--- src/rtl/dram_refresh_seq.sv ---
module dram_refresh_seq #(
  parameter int T_INIT     = 25_000_000,
  parameter int T_INT      = 1950,
  parameter int T_SETUP    = 2,
  parameter int T_RAS      = 7,
  parameter int T_HOLD     = 2,
  parameter int T_PRE      = 4,
  parameter int INIT_BURST = 8,
  parameter int ROW_W      = 11,
  parameter int MISS_W     = 4
) (
  input  logic             clk,
  input  logic             rst_n,
  input  logic             mode_ras_only,
  input  logic             grant,
  output logic             req,
  output logic             ready,
  output logic             ras_n,
  output logic             cas_n,
  output logic             we_n,
  output logic [ROW_W-1:0] row_addr
);
  localparam int MAXT  = (T_INIT > T_RAS) ? ((T_INIT > T_PRE) ? T_INIT : T_PRE)
                                          : ((T_RAS > T_PRE) ? T_RAS : T_PRE);
  localparam int CNT_W = $clog2(MAXT + 1) + 1;
  localparam int TMR_W = $clog2(T_INT + 1);
  localparam int BW    = $clog2(INIT_BURST + 1);
  localparam logic [MISS_W-1:0] PEND_MAX = {MISS_W{1'b1}};

  typedef enum logic [2:0] {S_INIT, S_IDLE, S_SETUP, S_ACT, S_PRE} st_t;

  st_t               st, st_d;
  logic [CNT_W-1:0]  cnt, cnt_d;
  logic [BW-1:0]     boot, boot_d;
  logic              rdy_d, ronly, ronly_d;
  logic [ROW_W-1:0]  row, row_d;
  logic [TMR_W-1:0]  tmr;
  logic [MISS_W-1:0] pend, pend_d;
  logic              tick, start;

  assign tick     = ready && (tmr == '0);
  assign start    = (st == S_IDLE) && (pend != '0) && grant;
  assign req      = ready && ((pend != '0) || (st != S_IDLE));
  assign we_n     = 1'b1;
  assign row_addr = row;

  always_comb begin
    st_d    = st;
    cnt_d   = (cnt != '0) ? cnt - CNT_W'(1) : cnt;
    boot_d  = boot;
    rdy_d   = ready;
    ronly_d = ronly;
    row_d   = row;
    case (st)
      S_INIT: if (cnt == '0) begin
        st_d    = S_SETUP;
        cnt_d   = CNT_W'(T_SETUP - 1);
        boot_d  = BW'(INIT_BURST);
        ronly_d = 1'b0;
      end
      S_IDLE: if (start) begin
        st_d    = S_SETUP;
        cnt_d   = CNT_W'(T_SETUP - 1);
        ronly_d = mode_ras_only;
      end
      S_SETUP: if (cnt == '0) begin
        st_d  = S_ACT;
        cnt_d = CNT_W'(T_RAS - 1);
      end
      S_ACT: if (cnt == '0) begin
        st_d  = S_PRE;
        cnt_d = CNT_W'(T_PRE - 1);
      end
      S_PRE: if (cnt == '0) begin
        if (ronly) row_d = row + ROW_W'(1);
        if (boot > BW'(1)) begin
          boot_d = boot - BW'(1);
          st_d   = S_SETUP;
          cnt_d  = CNT_W'(T_SETUP - 1);
        end else begin
          boot_d = '0;
          rdy_d  = 1'b1;
          st_d   = S_IDLE;
        end
      end
      default: st_d = S_INIT;
    endcase
  end

  always_comb begin
    pend_d = pend;
    if (tick && !start && pend != PEND_MAX) pend_d = pend + MISS_W'(1);
    else if (start && !tick)               pend_d = pend - MISS_W'(1);
  end

  always_ff @(posedge clk or negedge rst_n) begin
    if (!rst_n) begin
      st    <= S_INIT;
      cnt   <= CNT_W'(T_INIT - 1);
      boot  <= '0;
      ready <= 1'b0;
      ronly <= 1'b0;
      row   <= '0;
      pend  <= '0;
      tmr   <= TMR_W'(T_INT - 1);
      ras_n <= 1'b1;
      cas_n <= 1'b1;
    end else begin
      st    <= st_d;
      cnt   <= cnt_d;
      boot  <= boot_d;
      ready <= rdy_d;
      ronly <= ronly_d;
      row   <= row_d;
      pend  <= pend_d;
      tmr   <= (!ready || tmr == '0) ? TMR_W'(T_INT - 1) : tmr - TMR_W'(1);
      ras_n <= !(st_d == S_ACT);
      cas_n <= !(!ronly_d && ((st_d == S_SETUP) ||
                 ((st_d == S_ACT) && (cnt_d >= CNT_W'(T_RAS - T_HOLD)))));
    end
  end
endmodule

--- config.mk ---
export PLATFORM = sky130hd
export DESIGN_NAME = dram_refresh_seq
export DESIGN_NICKNAME = d
export VERILOG_FILES = /design/src/rtl/dram_refresh_seq.sv
export SDC_FILE = /design/constraint.sdc
export NUM_CORES = 1
export LEC_CHECK = 0
export CORE_MARGIN = 1
export CORE_UTILIZATION = 30
export CTS_CLUSTER_DIAMETER = 40
export DETAILED_ROUTE_END_ITERATION = 8
export DONT_BUFFER_PORTS = 1
export REMOVE_ABC_BUFFERS = 1
export SYNTH_ARGS = -nofsm -noshare
export SYNTH_HDL_FRONTEND = slang
export SYNTH_SLANG_ARGS = --single-unit
--- constraint.sdc ---
create_clock -name clk -period 4 [get_ports clk]
set_input_delay 0.8 -clock clk [delete_from_list [all_inputs] [get_ports clk]]
set_output_delay 0.8 -clock clk [all_outputs]
set_load 0.01 [all_outputs]
Word-level counts from Yosys, hierarchy flattened
Index checks and enable logic that the tools add are counted.
- output and inout bits: 16
- word-level logic and storage cells: 82
- memories kept: 0
- bits in writable memories: 0
- latch bits: 0
- ROM bits: 0
- register bits after elaboration: 63
- multiply operators: 0
- add/subtract/negate cells: 6
- eq/ne operators: 10
- reductions and logical operators: 28
- shifts and indexed selects: 0
- divide/modulo/power cells: 0
- $lt $le $gt $ge: 2
- bitwise logic cells: 1
- muxes and demuxes: 25
- operators with widths (operator ; count):
    2-to-1 mux 26 bit ; 7
    one-hot mux 26 bit (5 select lines) ; 1
    >= comparator 26 x 3 -> 1 bit (second input constant) ; 1
    zero test 26 bit ; 1
    nonzero test 26 bit ; 1
    subtractor 26 x 1 -> 26 bit (second input constant) ; 1
    2-to-1 mux 4 bit ; 5
    2-to-1 mux 3 bit ; 5
    one-hot mux 3 bit (5 select lines) ; 1
    equality test 3 x 2 -> 1 bit (second input constant) ; 4
    adder 11 x 1 -> 11 bit (second input constant) ; 1
    zero test 11 bit ; 1
    2-to-1 mux 11 bit ; 1
    subtractor 11 x 1 -> 11 bit (second input constant) ; 1
    logical AND 1 bit ; 9
    AND reduction 3 bit ; 3
    one-hot mux 4 bit (2 select lines) ; 1
    subtractor 4 x 1 -> 4 bit (second input constant) ; 2
    zero test 1 bit ; 6
    adder 4 x 1 -> 4 bit (second input constant) ; 1
    greater-than comparator 4 x 1 -> 1 bit (second input constant) ; 1
    inequality test 2 bit (second input constant) ; 2
    inequality test 4 bit (second input constant) ; 1
    nonzero test 2 bit ; 2
    10 further kinds ; 13

Longest topological paths before layout
- word-level depth: 10
- gate-level depth with buffers: 15
- depth with buffers taken out: 14

Worst setup path before layout
Ideal clock, no wire load.
- path kind: flip-flop to flip-flop
- start: register cnt[4]
- end: register cas_n
- library setup time: 84 ps
- stages on the path, launching flop included: 14
- required time: 3916 ps
- clock period less this slack: 2673 ps
- setup slack: 1327 ps
- data arrival time: 2588 ps
- cells stage by stage: dfstp_2 > buf_2 > nor4_2 > nand4b_4 > nor2_8 > inv_2 > buf_6 > ha_1 > o211a_1 > o32a_1 > o311ai_0 > a21oi_1 > o211ai_1 > o31ai_2
- cells in the longest elaborated chain, start to end: 10
- elaborated cells on any way between the ends: 26
- classes of those cells: 1 x add/sub; 1 x order compare; 2 x eq/ne; 15 x mux; 7 x reduce/logical
- RTL lines (what ; line ; text):
    start: declaration ; 33 ; logic [CNT_W-1:0] cnt, cnt_d;
    start signal: assignment ; 99 ; cnt <= CNT_W'(T_INIT - 1);
    start signal: assignment ; 110 ; cnt <= cnt_d;
    nonzero test 26 bit ; 49 ; cnt_d = (cnt != '0) ? cnt - CNT_W'(1) : cnt;
    2-to-1 mux 26 bit ; 49 ;
    2-to-1 mux 26 bit ; 76 ; if (boot > BW'(1)) begin
    2-to-1 mux 26 bit ; 74 ; S_PRE: if (cnt == '0) begin
    one-hot mux 26 bit (5 select lines) * ; 54 ; case (st)
    net cnt_d[0] ; 33 ;
    >= comparator 26 x 3 -> 1 bit * ; 119 ; ((st_d == S_ACT) && (cnt_d >= CNT_W'(T_RAS - T_HOLD)))));
    logical AND 1 bit * ; 119 ;
    logical OR 1 bit * ; 118 ; cas_n <= !(!ronly_d && ((st_d == S_SETUP) ||
    logical AND 1 bit * ; 118 ;
    zero test 1 bit * ; 118 ;
    end signal: assignment ; 118 ;
    end: declaration ; 19 ; output logic cas_n,
Mark *: on every way through the listed nets, which the timed path passes. The rest lies on a longest branch.
A chain may end at the register's enable or synchronous reset.

Worst setup path after layout
- start: register cnt[15]
- end: register cas_n
Same word-level chain as after synthesis.

==> impl_metrics.env <==
export IMPL_place_gp_congestion=0.836
export IMPL_final_antenna_net_count=0
export IMPL_combPwrFrac_pct=0
export IMPL_net_switching_power_uw=273
export IMPL_cp_slowest_cell="nor4_2"
export IMPL_utilization_pct=34.7
export IMPL_wl_mm=7.37
export IMPL_ctsResizeCount=0
export IMPL_syn_mean_instance_area_sq_um=9.70
export IMPL_clk_pin_slew_ns=0.05
export IMPL_fp_dieH_um=111
export IMPL_async_flop_share_pct=100
export IMPL_num_vias=2703
export IMPL_internal_power_mw=1.13
export IMPL_synth_edf_count=0
export IMPL_fin_skew_ns=0.00594
export IMPL_synth_cell_area_sq_um=3550
export IMPL_die_x_um=111
export IMPL_synth_seq_area_share_pct=45.4
export IMPL_p_leak_nw=1.58
export IMPL_fin_area_sq_um=3980
export IMPL_relSlewSlack_pct=53.4
export IMPL_hp_class="input port to async pin"
export IMPL_ys_seq_elements=63
export IMPL_yosys_warnings=0
export IMPL_via_per_inst=5.26
export IMPL_cts_made_buffers=9
export IMPL_cts_tree="built"
export IMPL_crit_buf_inv=1
export IMPL_core_sq_um=11500
export IMPL_final_nets=382
export IMPL_pwr_share_seq_pct=45.4
export IMPL_grt_overflow=0
export IMPL_worstPathRequired_ns=4.24
export IMPL_io_pins=20
export IMPL_path_cells="nor4_2 -> nand4_4 -> nor2_8 -> inv_2 -> ha_1 -> nand2b_1 -> o211a_1 -> o32a_1 -> o311ai_0 -> a21oi_1 -> o211ai_1 -> o31ai_2"
export IMPL_max_clock_path_buffers=2
export IMPL_cp_end_kind="register"
export IMPL_antenna_found_initial=0
export IMPL_drt_pass1_iterations=4
export IMPL_drtIter0Drc=205
export IMPL_crit_family="simple AND/OR/NAND/NOR gates"
export IMPL_drc_errors=0
export IMPL_slew_violations=0
export IMPL_reg2regPathDepth=12
export IMPL_p_per_area_nw_per_um2=353
export IMPL_final_common_cell="nor2_1"
export IMPL_synthCells=366
export IMPL_worst_pin_slew_ns=0.693
export IMPL_clkLatencyLatePin_ns=0.33
export IMPL_row_count=39
export IMPL_ir_drop_mv=0.255
export IMPL_path_depth=12
export IMPL_layout_drive_gt1_share_pct=16.4
export IMPL_dpl_cell_area_sq_um=3680
export IMPL_grt_pass1_vias=2647
export IMPL_cp_start_kind="register"
export IMPL_synth_top_flop_cell="dfrtp_1"
export IMPL_post_cts_setup_buffer_count=0
export IMPL_port_buffers=0
export IMPL_status="finished, final reports clean"
export IMPL_synth_distinct_cells=59
export IMPL_dieArea_sq_um=12300
export IMPL_cpPeakStageDelay_ns=0.55
export IMPL_max_freq_mhz=322
export IMPL_clock_sinks=63
export IMPL_grt_max_degree=64
export IMPL_root_buffer="clkbuf_16"
export IMPL_layout_common_cells="46 x nor2_1, 36 x nand2_1, 36 x dfrtp_1"
export IMPL_routedWlPerCell_um=14.3
export IMPL_critPathKind="register to register"
export IMPL_arrival_ns=3.35
export IMPL_setup_tns_ns=0
export IMPL_h_tree_depth=3
export IMPL_start_util_pct=30.9
export IMPL_hold_viol=0
export IMPL_dp_hpwl_mm=5.20
export IMPL_cp_max_fo=19
export IMPL_rsz0062_at_grt="no"
export IMPL_maxCapViolCount=0
export IMPL_grt_first_pass_wirelength_mm=12.8
export IMPL_setup_viol_count_final=0
export IMPL_final_min_clock_period_ns=3.11
export IMPL_period_share_pct=77.7
export IMPL_ctsHoldBuffers=0
export IMPL_area_growth_pct=12.2
export IMPL_groute_usage_overall_pct=13.0
export IMPL_swShare_pct=19.4
export IMPL_diodes=0
export IMPL_p_clk_share_pct=54.5
==> cells in the mapped netlist, types with 2 or more instances <==
library cell / number / area (sq um)
and3_1: 6 / 37.5
nand3_1: 11 / 55.1
xor2_1: 20 / 175
inv_1: 10 / 37.5
nor2_1: 46 / 173
nand2_1: 36 / 135
nor2b_1: 8 / 50.1
mux2i_1: 2 / 20.0
xnor2_1: 18 / 158
and4_1: 2 / 17.5
o211ai_1: 3 / 22.5
dfstp_2: 27 / 709
nand2b_1: 3 / 18.8
o21ai_0: 16 / 80.1
clkbuf_1: 5 / 18.8
nor4_2: 4 / 50.1
nand4_1: 13 / 81.3
or4_1: 3 / 22.5
nor3b_1: 2 / 15.0
o41ai_1: 2 / 17.5
nor4_1: 9 / 56.3
mux2_2: 3 / 33.8
dfrtp_1: 36 / 901
o31ai_1: 3 / 22.5
ha_1: 10 / 125
nor3_1: 13 / 65.1
a21oi_1: 10 / 50.1
buf_2: 5 / 25.0
a31oi_1: 5 / 31.3
or3_1: 6 / 37.5
==> layout make-up <==
| type | count | area (sq um) |
|---|---|---|
| repair buffers | 2 | 15.0 |
| clock buffers | 10 | 239 |
| clock inverters | 5 | 58.8 |
| multi-input cells | 280 | 1840 |
| well taps | 143 | 179 |
| fillers | 1145 | 7480 |
| inverters | 11 | 41.3 |
| flip-flops and latches | 63 | 1610 |
==> flip-flops by register name (all words and copies together) (netlist names) <==
name      cells
pend          4
st            3
tmr          11
cas_n         1
ronly         1
boot          4
row_addr     11
cnt          26
ras_n         1
ready         1
==> layer usage <==
layer  vias up  routed length, um  GRT usage [%]
met3        10                328           4.16
met5         -                  0              0
met4         0                169           5.87
met1      1313               3530           17.2
met2        62               3340           19.5
li1       1318                  -              -
==> stage by stage <==
step | setup slack [ns] | hold WS (ns) | total power, mW | instances
2_1_floorplan | 0.790 | 0.429 | 0.650 | 354
3_5_place_dp | 0.896 | 0.439 | 0.650 | 499
5_1_grt | 0.611 | 0.144 | 1.45 | 514
6_report | 0.890 | 0.165 | 1.41 | 514
3_3_place_gp | 0.974 | 0.439 | 0.650 | 499
4_1_cts | 0.883 | 0.150 | 1.43 | 514
==> power by group through the flow <==
stage / Clock, mW / Sequential (mW) / Combinational (mW)
floorplan: 0 / 0.649 / 0.000471
global placement: 0 / 0.649 / 0.000471
detailed placement: 0 / 0.649 / 0.000471
CTS: 0.787 / 0.639 / 0.000471
global route: 0.815 / 0.639 / 0.000552
finish: 0.767 / 0.639 / 0.000486
==> kinds of logic after synthesis <==
logic type               count (synthesis)  share of synthesized area [%]
XOR/XNOR                                38                           9.38
AND/OR/NAND/NOR                        170                           26.0
other                                    1                          0.106
flip-flops                              63                           45.4
adder cells (fa/ha/maj)                 11                           4.09
buffers and inverters                   23                           2.93
multiplexers                             5                           1.52
AO/OA/AOI/OAI                           55                           10.6
==> final timing paths <==
kind,endpoint,from,slack (ns)
worst max-delay path,cas_n$_DFF_PN1_,cnt[15]$_DFF_PN0_,0.89
worst min-delay path,cnt[23]$_DFF_PN0_,rst_n,0.17
worst max register to register,cas_n$_DFF_PN1_,cnt[15]$_DFF_PN0_,0.89
worst min register to register,tmr[0]$_DFF_PN1_,tmr[0]$_DFF_PN1_,0.45
max in group asynchronous,tmr[3]$_DFF_PN1_,rst_n,3.64
min in group clk,tmr[0]$_DFF_PN1_,tmr[0]$_DFF_PN1_,0.45
Power figures use the tool's default switching activity.
